===== src/rtl/pkt_arb_pkg.sv =====
package pkt_arb_pkg;

  localparam int unsigned NUM_PORTS  = 5;
  localparam int unsigned FLIT_WIDTH = 16;

  typedef enum logic [2:0] {
    SRC_NORTH = 3'd0,
    SRC_SOUTH = 3'd1,
    SRC_EAST  = 3'd2,
    SRC_WEST  = 3'd3,
    SRC_LOCAL = 3'd4
  } src_id_e;

endpackage


===== src/rtl/rr_picker.sv =====
module rr_picker #(
  parameter int unsigned N  = 5,
  parameter int unsigned IW = 3
) (
  input  logic          clk,
  input  logic          rst_n,
  input  logic [N-1:0]  req,
  input  logic          advance,
  output logic [IW-1:0] pick,
  output logic          any
);

  logic [IW-1:0] last_q;

  // lowest cyclic distance after last_q wins
  always_comb begin
    pick = last_q;
    any  = 1'b0;
    for (int off = N; off >= 1; off--) begin
      int idx;
      idx = (int'(last_q) + off) % N;
      if (req[idx]) begin
        pick = IW'(idx);
        any  = 1'b1;
      end
    end
  end

  always_ff @(posedge clk or negedge rst_n) begin
    if (!rst_n)                last_q <= IW'(N - 1);
    else if (advance && any)   last_q <= pick;
  end

  assert_pick_requests_R2: assert property (@(posedge clk) disable iff (!rst_n)
    any |-> req[pick]);

endmodule


===== src/rtl/order_gate.sv =====
module order_gate #(
  parameter int unsigned N  = 5,
  parameter int unsigned IW = 3
) (
  input  logic          ord_val,
  input  logic [IW-1:0] ord_port,
  input  logic [N-1:0]  req,
  output logic [IW-1:0] sel,
  output logic          ok
);

  // codes beyond N-1 never match an input, so they never grant
  always_comb begin
    sel = ord_port;
    ok  = 1'b0;
    for (int i = 0; i < N; i++) begin
      if (ord_port == IW'(i) && req[i]) ok = ord_val;
    end
  end

endmodule


===== src/rtl/pkt_out_arbiter.sv =====
module pkt_out_arbiter
  import pkt_arb_pkg::*;
#(
  parameter  int unsigned N_IN   = NUM_PORTS,
  parameter  int unsigned DATA_W = FLIT_WIDTH,
  localparam int unsigned PORT_W = $clog2(N_IN)
) (
  input  logic                     clk,
  input  logic                     rst_n,
  input  logic                     prog_mode,
  input  logic [N_IN-1:0]          in_valid,
  output logic [N_IN-1:0]          in_ready,
  input  logic [N_IN*DATA_W-1:0]   in_data,
  input  logic [N_IN-1:0]          in_eop,
  output logic                     out_valid,
  input  logic                     out_ready,
  output logic [DATA_W-1:0]        out_data,
  output logic                     out_eop,
  input  logic                     ord_val,
  input  logic [PORT_W-1:0]        ord_port,
  output logic                     ord_ack
);

  localparam logic [PORT_W-1:0] TOP_IDX = PORT_W'(N_IN - 1);

  logic              busy_q;
  logic [PORT_W-1:0] owner_q;

  logic [PORT_W-1:0] fair_idx, prog_idx, cand, sel;
  logic              fair_any, prog_ok, cand_ok, active;
  logic              sel_valid, fire, first_fire;

  rr_picker #(.N(N_IN), .IW(PORT_W)) u_rr (
    .clk     (clk),
    .rst_n   (rst_n),
    .req     (in_valid),
    .advance (first_fire && !prog_mode),
    .pick    (fair_idx),
    .any     (fair_any)
  );

  order_gate #(.N(N_IN), .IW(PORT_W)) u_order (
    .ord_val  (ord_val),
    .ord_port (ord_port),
    .req      (in_valid),
    .sel      (prog_idx),
    .ok       (prog_ok)
  );

  // candidate for the next packet, only consulted while idle
  assign cand    = prog_mode ? prog_idx : fair_idx;
  assign cand_ok = prog_mode ? prog_ok  : fair_any;

  assign sel    = busy_q ? owner_q : cand;
  assign active = busy_q || cand_ok;

  always_comb begin
    out_data  = '0;
    out_eop   = 1'b0;
    sel_valid = 1'b0;
    in_ready  = '0;
    for (int i = 0; i < N_IN; i++) begin
      if (sel == PORT_W'(i)) begin
        out_data    = in_data[i*DATA_W +: DATA_W];
        out_eop     = in_eop[i];
        sel_valid   = in_valid[i];
        in_ready[i] = out_ready && active;
      end
    end
  end

  assign out_valid  = active && sel_valid;
  assign fire       = out_valid && out_ready;
  assign first_fire = fire && !busy_q;
  assign ord_ack    = first_fire && prog_mode;

  always_ff @(posedge clk or negedge rst_n) begin
    if (!rst_n) begin
      busy_q  <= 1'b0;
      owner_q <= '0;
    end else if (first_fire && !out_eop) begin
      busy_q  <= 1'b1;
      owner_q <= cand;
    end else if (busy_q && fire && out_eop) begin
      busy_q  <= 1'b0;
    end
  end

  assert_ready_onehot_R1: assert property (@(posedge clk) disable iff (!rst_n)
    $onehot0(in_ready) && (out_ready || in_ready == '0));

  assert_owner_held_R3: assert property (@(posedge clk) disable iff (!rst_n)
    (out_valid && out_ready && !out_eop) |=> ((in_ready & ~$past(in_ready)) == '0));

  assert_ack_with_flit_R6: assert property (@(posedge clk) disable iff (!rst_n)
    ord_ack |-> (prog_mode && out_valid && out_ready && ord_val));

  assert_idle_without_order_R7: assert property (@(posedge clk) disable iff (!rst_n)
    (prog_mode && !busy_q && !ord_val) |-> !out_valid);

  assert_no_ack_bad_code_R8: assert property (@(posedge clk) disable iff (!rst_n)
    (ord_port > TOP_IDX) |-> !ord_ack);

endmodule


===== config.mk =====
export PLATFORM = sky130hd
export DESIGN_NAME = pkt_out_arbiter
export DESIGN_NICKNAME = d
export VERILOG_FILES = /design/src/rtl/pkt_arb_pkg.sv /design/src/rtl/rr_picker.sv /design/src/rtl/order_gate.sv /design/src/rtl/pkt_out_arbiter.sv
export SDC_FILE = /design/constraint.sdc
export NUM_CORES = 1
export LEC_CHECK = 0
export CAP_MARGIN = 20
export CORE_AREA = 5 5 65 125
export DETAILED_ROUTE_END_ITERATION = 12
export DIE_AREA = 0 0 70 130
export GPL_TIMING_DRIVEN = 1
export MAX_ROUTING_LAYER = met4
export PLACE_DENSITY_LB_ADDON = 0.25
export SLEW_MARGIN = 25
export SYNTH_ARGS = -nofsm -noshare
export SYNTH_HDL_FRONTEND = slang
export SYNTH_SLANG_ARGS = --single-unit

===== constraint.sdc =====
create_clock -name clk -period 19.72 [get_ports clk]
set_input_delay 3.944 -clock clk [delete_from_list [all_inputs] [get_ports clk]]
set_output_delay 3.944 -clock clk [all_outputs]
set_load 0.05 [all_outputs]

==> impl_metrics.toml, run 1 <==
[finish]
insertedDiodeCount = 0
stdcell_count = 651
utilization_pct = 68.3
final_nets = 689
area_delta_synth_final_pct = 37.7
drive_gt1_share_pct = 6.95

[route]
viasPerCell = 6.55
antenna_left = 0
finalWirelength_mm = 13.9
dr.first_iter.drc_count = 428
firstDrtPassIters = 7
wire_per_inst_um = 21.3
vias = 4265
drc_errors = 0

[cts]
postCtsSetupBuffers = 0
clk_path_buf_depth = 2
clock_sinks = 7
h-tree-depth = 1
cts_resized = 0
clk_pin_slew_ps = 40
clk_latency_ps = 230
cts_buffers = 3
cts-root-buf = "clkbuf_16"
hold_buffers = 0
cts_tree = "built"

[synthesis]
synth-seq-cells = 7
synth_seq_area_share_pct = 5.09
synth.distinct_cells = 81
avgSynthCellArea_um2 = 7.49
synth_top_area_share_pct = 15.0
synth.cell_area_um2 = 3470
yosys_warnings = 0
yosys.area.top_type = "mux2i_1"
synth_flop_cell = "dfrtp_1"
postSynthCellCount = 463
synth_edf_count = 0
synth_nets = 590
synthTopCellsByCount = "nand2_1, mux2i_1, ha_1"
async_flop_share_pct = 100
synth_area_leaders = "mux2i_1, ha_1, nand2_1, a32o_1, dfrtp_1"
synth.most_common_cell = "nand2_1"

[worst_setup_path]
crit_chain = "clkdlybuf4s50_1 -> mux2i_1 -> mux4_2 -> o21ai_1 -> inv_1 -> o211ai_1 -> a2111o_1 -> a31oi_4 -> a21oi_4 -> buf_4 -> inv_2 -> nor3_4 -> a32o_1 -> clkdlybuf4s50_1"
cpMaxStageDelayCell = "clkdlybuf4s50_1"
r2r-end = "owner_q[1]"
r2r_start = "u_rr.last_q[0]"
path_delay_family = "buffers and inverters"
path_common_cell = "clkdlybuf4s50_1"
worstSetupPathType = "input pin to primary output"
crit_arrival_ps = 8910
end_kind = "primary output"
rrSetupSlack_ps = 13230
worst-endpoint-required_ps = 15780
worst_setup_path_start_kind = "input pin"
worstPathMaxFanout = 28
slowest_delay_ps = 830
cp.buffers_inverters = 5
r2r_cells = 21

[sta]
setup_tns_ps = 0
drv_slew = 0
fin_crit_sh_pct = 65.2
rsz0062_at_grt = "no"
tightest_slew_ps = 693
setup-violations-final = 0
fmax_mhz = 77.8
hold_viol = 0
finalClockSkew_ps = 4.14
slew_headroom_pct = 53.6
worst_hold_slack_ps = 546
fin_crit_ps = 12860

[placement]
port_buffers = 121
dp.cells = 647
dp_hpwl_mm = 11.5
gp_congestion = 1.05

[die]
rows = 43
start_util_pct = 49.6
die_h_um = 130
io_pins = 122
core-area_um2 = 6990
dieWidth_um = 70
floorplan.die_area_um2 = 9100

[min_path]
min_from = "owner_q[1]"
holdPathStages = 1
whs_endpoint = "owner_q[1]"
hp-class = "flip-flop to flip-flop"

[global_route]
antenna_found_initial = 0
grt_pass1_vias = 4505
grt_pass1_wl_mm = 21.5
globalRouteOverflowTotal = 0
grt_max_degree = 42
grtUsageTotal_pct = 30.0

[run_status]
status = "finished clean"

[job]
maxCapViolations = 0
[worst register-to-register path, cell delays in order, from the launching register on]
cell      delay [ps]
dfrtp_1          310
buf_4            350
inv_1            360
ha_1             430
xnor2_1          480
inv_2            140
ha_1             240
or2_1            260
o211ai_1         230
nand2_1          140
ha_1             380
mux2_2           360
a22oi_1          150
o211a_1          190
a211o_1          170
nor4b_1          370
a31oi_1          250
nor2_1           300
mux2_1           390
a211oi_2         350
o311ai_4         170
mux2_1           360
[flip-flops by register name, summed over array words and instances, names as in the netlist]
register and count:
busy_q 1, owner_q 3, u_rr.last_q 3
[worst max-delay path by stage]
stage | depth (start not counted) | endpoint | startpoint | slack [ps]
2_1_floorplan | 12 | out_eop | in_valid[3] | 8390
3_3_place_gp | 14 | out_data[0] | in_valid[3] | 6910
3_5_place_dp | 14 | out_data[3] | in_valid[3] | 6720
4_1_cts | 14 | out_data[3] | in_valid[3] | 6670
5_1_grt | 14 | out_data[8] | in_valid[3] | 6680
6_report | 14 | out_data[3] | in_valid[3] | 6860
[cells by family after synthesis]
kind of cell	synth area share (%)
simple gates	24.7
compound gates	32.4
mux	19.2
buf+inv	6.67
fa+ha+maj	10.7
flops	5.09
xor+xnor	1.23
[per-stage QoR]
step	cell area (µm²)	worst slack, ps
finish	4770	6860
global route	4770	6680
CTS	4760	6670
detailed placement	4680	6720
global placement	4680	6910
floorplan	3470	8390
[area by class of cell]
class                   count  area [µm²]
multi-input cells         401        3080
fillers                   608        2220
repair buffers            124        1230
flip-flops and latches      7         176
well taps                  90         113
inverters                  25        93.8
clock buffers               4        78.8
[layout by cell type, fill, tap and decap left out, types with 10 or more instances in the layout]
master / synthesis / layout
nand2_1: 58 / 58
nor2_1: 25 / 25
nor3_1: 12 / 12
a21oi_1: 14 / 14
mux2i_1: 52 / 52
o211ai_1: 10 / 10
inv_1: 21 / 21
ha_1: 28 / 28
clkdlybuf4s50_1: 0 / 121
o21ai_0: 15 / 15
a32o_1: 16 / 16
[layer usage]
layer  global-route usage (%)  wire length [µm]  vias to the layer above
met5                        -                 0                        -
met2                     59.7              7690                      258
met1                     25.3              4380                     1957
met3                     3.39               769                       81
met4                     20.4              1030                        0
li1                         -                 -                     1969
Power of run 1 is left out: the tool's default activity adds up to more than one toggle a clock period on the data nets, which glitch-free logic cannot reach.
==> inputs of run 2 (changes only) <==
--- a/config.mk
+++ b/config.mk
@@ -6,9 +6,9 @@
 export NUM_CORES = 1
 export LEC_CHECK = 0
 export CAP_MARGIN = 20
-export CORE_AREA = 5 5 65 125
+export CORE_AREA = 5 5 70 136
 export DETAILED_ROUTE_END_ITERATION = 12
-export DIE_AREA = 0 0 70 130
+export DIE_AREA = 0 0 75 141
 export GPL_TIMING_DRIVEN = 1
 export MAX_ROUTING_LAYER = met4
 export PLACE_DENSITY_LB_ADDON = 0.25
==> constraint.sdc (replaced) <==
create_clock -name clk -period 11.3 [get_ports clk]
set_input_delay 2.26 -clock clk [delete_from_list [all_inputs] [get_ports clk]]
set_output_delay 2.26 -clock clk [all_outputs]
set_load 0.05 [all_outputs]
==> run 2 against run 1 <==
Compared with the run above: clock-buffer cell count unchanged; die area rose by 16%; worst setup slack got worse by 4900 ps; core utilization decreased by 12 points; clock skew down 2.1 ps; critical path type is now flip-flop to primary output.
==> impl_metrics.toml, run 2 (synthesis results as in run 1) <==
[run_status]
status = "finished clean"

[worst_setup_path]
crit_chain = "buf_4 -> ha_1 -> xor2_2 -> ha_1 -> nor4b_1 -> nor3_1 -> xnor2_1 -> inv_2 -> ha_1 -> nand2b_1 -> o211a_1 -> o221a_2 -> nor2_1 -> a21oi_1 -> o21ai_0 -> a31oi_1 -> o211ai_1 -> nand2_1 -> nor3_4 -> a32o_1 -> clkdlybuf4s50_1"
worst_setup_path_start_kind = "flip-flop"
cp.buffers_inverters = 3
crit_arrival_ps = 7070
worstPathMaxFanout = 40
end_kind = "primary output"
cpMaxStageDelayCell = "clkdlybuf4s50_1"
worst-endpoint-required_ps = 9040
slowest_delay_ps = 810
worstSetupPathType = "flip-flop to primary output"
path_common_cell = "ha_1"
path_delay_family = "simple AND/OR/NAND/NOR gates"

[finish]
area_delta_synth_final_pct = 37.9
num-fill-cells = 790
final_cell_mix = "clkdlybuf4s50_1, nand2_1, mux2i_1"
drive_gt1_share_pct = 6.95
insertedDiodeCount = 0
top_regs = "owner_q x3, u_rr.last_q x3, busy_q x1"
final_nets = 689
final_common_cell = "clkdlybuf4s50_1"

[cts]
cts_tree = "built"
cts_resized = 0
clk_path_buf_depth = 2
clock_sinks = 7
cts-root-buf = "clkbuf_16"
clk_pin_slew_ps = 40
cts_buffers = 3
clk_latency_ps = 230
h-tree-depth = 1
hold_buffers = 0
postCtsSetupBuffers = 0

[die]
dieWidth_um = 75
floorplan.die_area_um2 = 10600
die_h_um = 141
io_pins = 122
core-area_um2 = 8470
start_util_pct = 41.0
rows = 48

[route]
viasPerCell = 6.02
drc_errors = 0
firstDrtPassIters = 5
antenna_left = 0
finalWirelength_mm = 12.5
vias = 3976
dr.first_iter.drc_count = 284
wire_per_inst_um = 18.8

[sta]
setup_tns_ps = 0
fin_crit_sh_pct = 82.6
slew_headroom_pct = 53.9
setup-violations-final = 0
drv_slew = 0
fmax_mhz = 107
tightest_slew_ps = 689
hold_viol = 0
fin_crit_ps = 9330
rsz0062_at_grt = "no"
finalClockSkew_ps = 2.01

[global_route]
grt_pass1_vias = 3846
antenna_found_initial = 0
globalRouteOverflowTotal = 0
grtUsageTotal_pct = 23.3
grt_pass1_wl_mm = 19.3
grt_max_degree = 41

[min_path]
hp-class = "flip-flop to flip-flop"

[placement]
gp_congestion = 0.932
dp_hpwl_mm = 9.92
port_buffers = 121

[job]
maxCapViolations = 0
-- run 2: cell counts in the layout (fill, tap and decap cells not counted) --
Identical to the previous run, type by type.
-- run 2: final timing paths --
path	startpoint	end	slack [ps]	cells after the start
min in group asynchronous	rst_n	u_rr.last_q[0]	2290	1
max in group asynchronous	rst_n	u_rr.last_q[2]	8730	1
setup / recovery	u_rr.last_q[0]	out_data[10]	1970	21
hold / removal	owner_q[1]	owner_q[1]	480	1
hold reg to reg	owner_q[1]	owner_q[1]	480	1
setup reg to reg	u_rr.last_q[1]	owner_q[1]	5220	19
-- run 2: metal layers --
layer,vias up,wire length (µm),GRT usage (%)
met5,-,0,-
met4,0,269,6.47
met3,27,826,2.64
met2,143,6150,38.5
met1,1841,5210,29.1
li1,1965,-,-
-- run 2: cell type report --
type,instances,area (µm²),area share [%]
clock buffers,4,78.8,1.65
repair buffers,124,1230,25.8
flip-flops and latches,7,176,3.69
inverters,25,93.8,1.96
multi-input cells,401,3070,64.3
well taps,100,125,2.62
-- run 2: metrics by stage --
step	hold WS, ps	setup slack, ps	cell area [µm²]	utilization, %	cells
6_report	484	1970	4780	56.5	661
3_3_place_gp	496	2070	4700	55.5	657
2_1_floorplan	456	2990	3470	-	463
4_1_cts	488	1780	4780	56.4	661
5_1_grt	513	1430	4780	56.5	661
3_5_place_dp	481	2020	4700	55.5	657
-- run 2: worst reg2reg max path, stage by stage, from the launching register on --
cell and delay (ps):
dfrtp_1 510, inv_1 250, ha_1 650, inv_1 250, ha_1 300, or2_1 260, o211ai_1 230, nand2_1 130
ha_1 380, mux2_2 370, a22oi_1 150, o211a_1 170, a211o_1 170, nor4b_1 430, a31oi_1 190, nor2_1 330
mux2_1 380, a211oi_2 330, o311ai_4 160, mux2_1 340
Power of run 2 is left out for the same reason.
==> inputs of run 3 (changes only) <==
--- a/config.mk
+++ b/config.mk
@@ -6,9 +6,9 @@
 export NUM_CORES = 1
 export LEC_CHECK = 0
 export CAP_MARGIN = 20
-export CORE_AREA = 5 5 70 136
+export CORE_AREA = 5 5 67 130
 export DETAILED_ROUTE_END_ITERATION = 12
-export DIE_AREA = 0 0 75 141
+export DIE_AREA = 0 0 72 135
 export GPL_TIMING_DRIVEN = 1
 export MAX_ROUTING_LAYER = met4
 export PLACE_DENSITY_LB_ADDON = 0.25
==> constraint.sdc (replaced) <==
create_clock -name clk -period 8.8 [get_ports clk]
set_input_delay 1.76 -clock clk [delete_from_list [all_inputs] [get_ports clk]]
set_output_delay 1.76 -clock clk [all_outputs]
set_load 0.05 [all_outputs]
==> run 3 against run 2 <==
Compared with the run above: cell count did not move; via count grew 6.9%; critical path depth down 1; die area fell by 8.1%; final area increased by 4.5%; hold slack improved by 60 ps; core utilization up 9.8 points; register-to-register slack got worse by 2500 ps; non-clock buffer count rose by 6; first-iteration DRC count decreased by 0.35%; flip-flop and latch count unchanged; clock-buffer cell count is the same; largest cell class unchanged.
==> impl_metrics.toml, run 3 (synthesis results as in run 1) <==
[worst_setup_path]
worstSetupPathType = "flip-flop to primary output"
worst-endpoint-required_ps = 7040
crit_arrival_ps = 6550
r2r_cells = 20
critPathLaunch = "u_rr.last_q[1]"
end_kind = "primary output"
r2r_start = "u_rr.last_q[1]"
worstPathMaxFanout = 9
worst_setup_path_start_kind = "flip-flop"

[route]
antenna_left = 0
dr.first_iter.drc_count = 283
viasPerCell = 6.43
drc_errors = 0
wl_met1_mm = 4.43
wire_per_inst_um = 21.6
finalWirelength_mm = 14.3
firstDrtPassIters = 5
wl_met3_um = 729
wl_met2_mm = 8.24
routed.top_layer = "met4"
vias = 4249

[run_status]
status = "finished clean"

[cts]
cts_tree = "built"
clk_latency_ps = 230
cts_resized = 0
cts-root-buf = "clkbuf_16"
postCtsSetupBuffers = 0
cts_buffers = 3
h-tree-depth = 1
clk_pin_slew_ps = 40
clock_sinks = 7
clk_path_buf_depth = 2
hold_buffers = 0

[global_route]
grt_pass1_wl_mm = 21.9
grt_pass1_vias = 4442
globalRouteOverflowTotal = 0
antenna_found_initial = 0
grtUsageTotal_pct = 29.4
grt_max_degree = 40

[die]
die_h_um = 135
rows = 45
dieWidth_um = 72
start_util_pct = 46.0
core-area_um2 = 7540
floorplan.die_area_um2 = 9720
io_pins = 122

[finish]
drive_gt1_share_pct = 11.1
final_cell_mix = "clkdlybuf4s50_1, nand2_1, mux2i_1"
area_delta_synth_final_pct = 44.1
final_common_cell = "clkdlybuf4s50_1"
final_nets = 695
insertedDiodeCount = 0
top_regs = "owner_q x3, u_rr.last_q x3, busy_q x1"

[sta]
fin_crit_ps = 8310
setup_tns_ps = 0
finalClockSkew_ps = 1.90
fin_ws_ps = 487
tightest_slew_ps = 675
rsz0062_at_grt = "no"
fmax_mhz = 120
hold_viol = 0
drv_slew = 0
slew_headroom_pct = 53.9
setup-violations-final = 0
fin_crit_sh_pct = 94.5

[placement]
port_buffers = 121
dp_hpwl_mm = 11.9
dp_slack_ps = 505
gp_congestion = 0.996

[min_path]
min_from = "owner_q[1]"
holdPathStages = 1
hp-class = "flip-flop to flip-flop"

[job]
maxCapViolations = 0
[run 3: routing by layer]
metal / vias up / track usage (%)
met5: - / -
met4: 0 / 15.6
met3: 64 / 4.92
met2: 208 / 59.0
met1: 1991 / 24.1
li1: 1986 / -
[run 3: worst max-delay path, stage by stage, from the launching register on]
cell and delay (ps):
dfrtp_1 540, inv_1 270, ha_1 370, xnor2_2 370, inv_2 120, ha_1 240, or2_1 260, o211ai_1 220
nand2_1 130, ha_1 390, mux2_2 360, a22oi_1 140, o211a_1 170, a211o_1 190, nor4b_1 370, a31oi_1 250
nor2_1 290, mux2_1 380, a211oi_2 350, o31ai_1 150, clkdlybuf4s50_1 750
[run 3: worst paths after layout]
path	endpoint	slack, ps
max in group asynchronous	u_rr.last_q[2]	6720
setup / recovery	out_eop	490
setup reg to reg	owner_q[1]	2740
hold reg to reg	owner_q[1]	540
min in group asynchronous	owner_q[0]	1790
hold / removal	owner_q[1]	540
[run 3: layout make-up]
class | count | area [µm²]
fillers | 682 | 2550
well taps | 94 | 118
repair buffers | 130 | 1450
multi-input cells | 401 | 3080
flip-flops and latches | 7 | 176
inverters | 25 | 93.8
clock buffers | 4 | 78.8
[run 3: per-stage QoR]
| stage | utilization [%] | hold slack, ps | instance area (µm²) | instances |
|---|---|---|---|---|
| 6_report | 66.2 | 544 | 5000 | 661 |
| 5_1_grt | 66.2 | 542 | 5000 | 661 |
| 4_1_cts | 66.1 | 528 | 4980 | 661 |
| 3_5_place_dp | 65.0 | 520 | 4900 | 657 |
| 3_3_place_gp | 65.0 | 513 | 4900 | 657 |
| 2_1_floorplan | - | 456 | 3470 | 463 |
Power of run 3 is left out for the same reason.
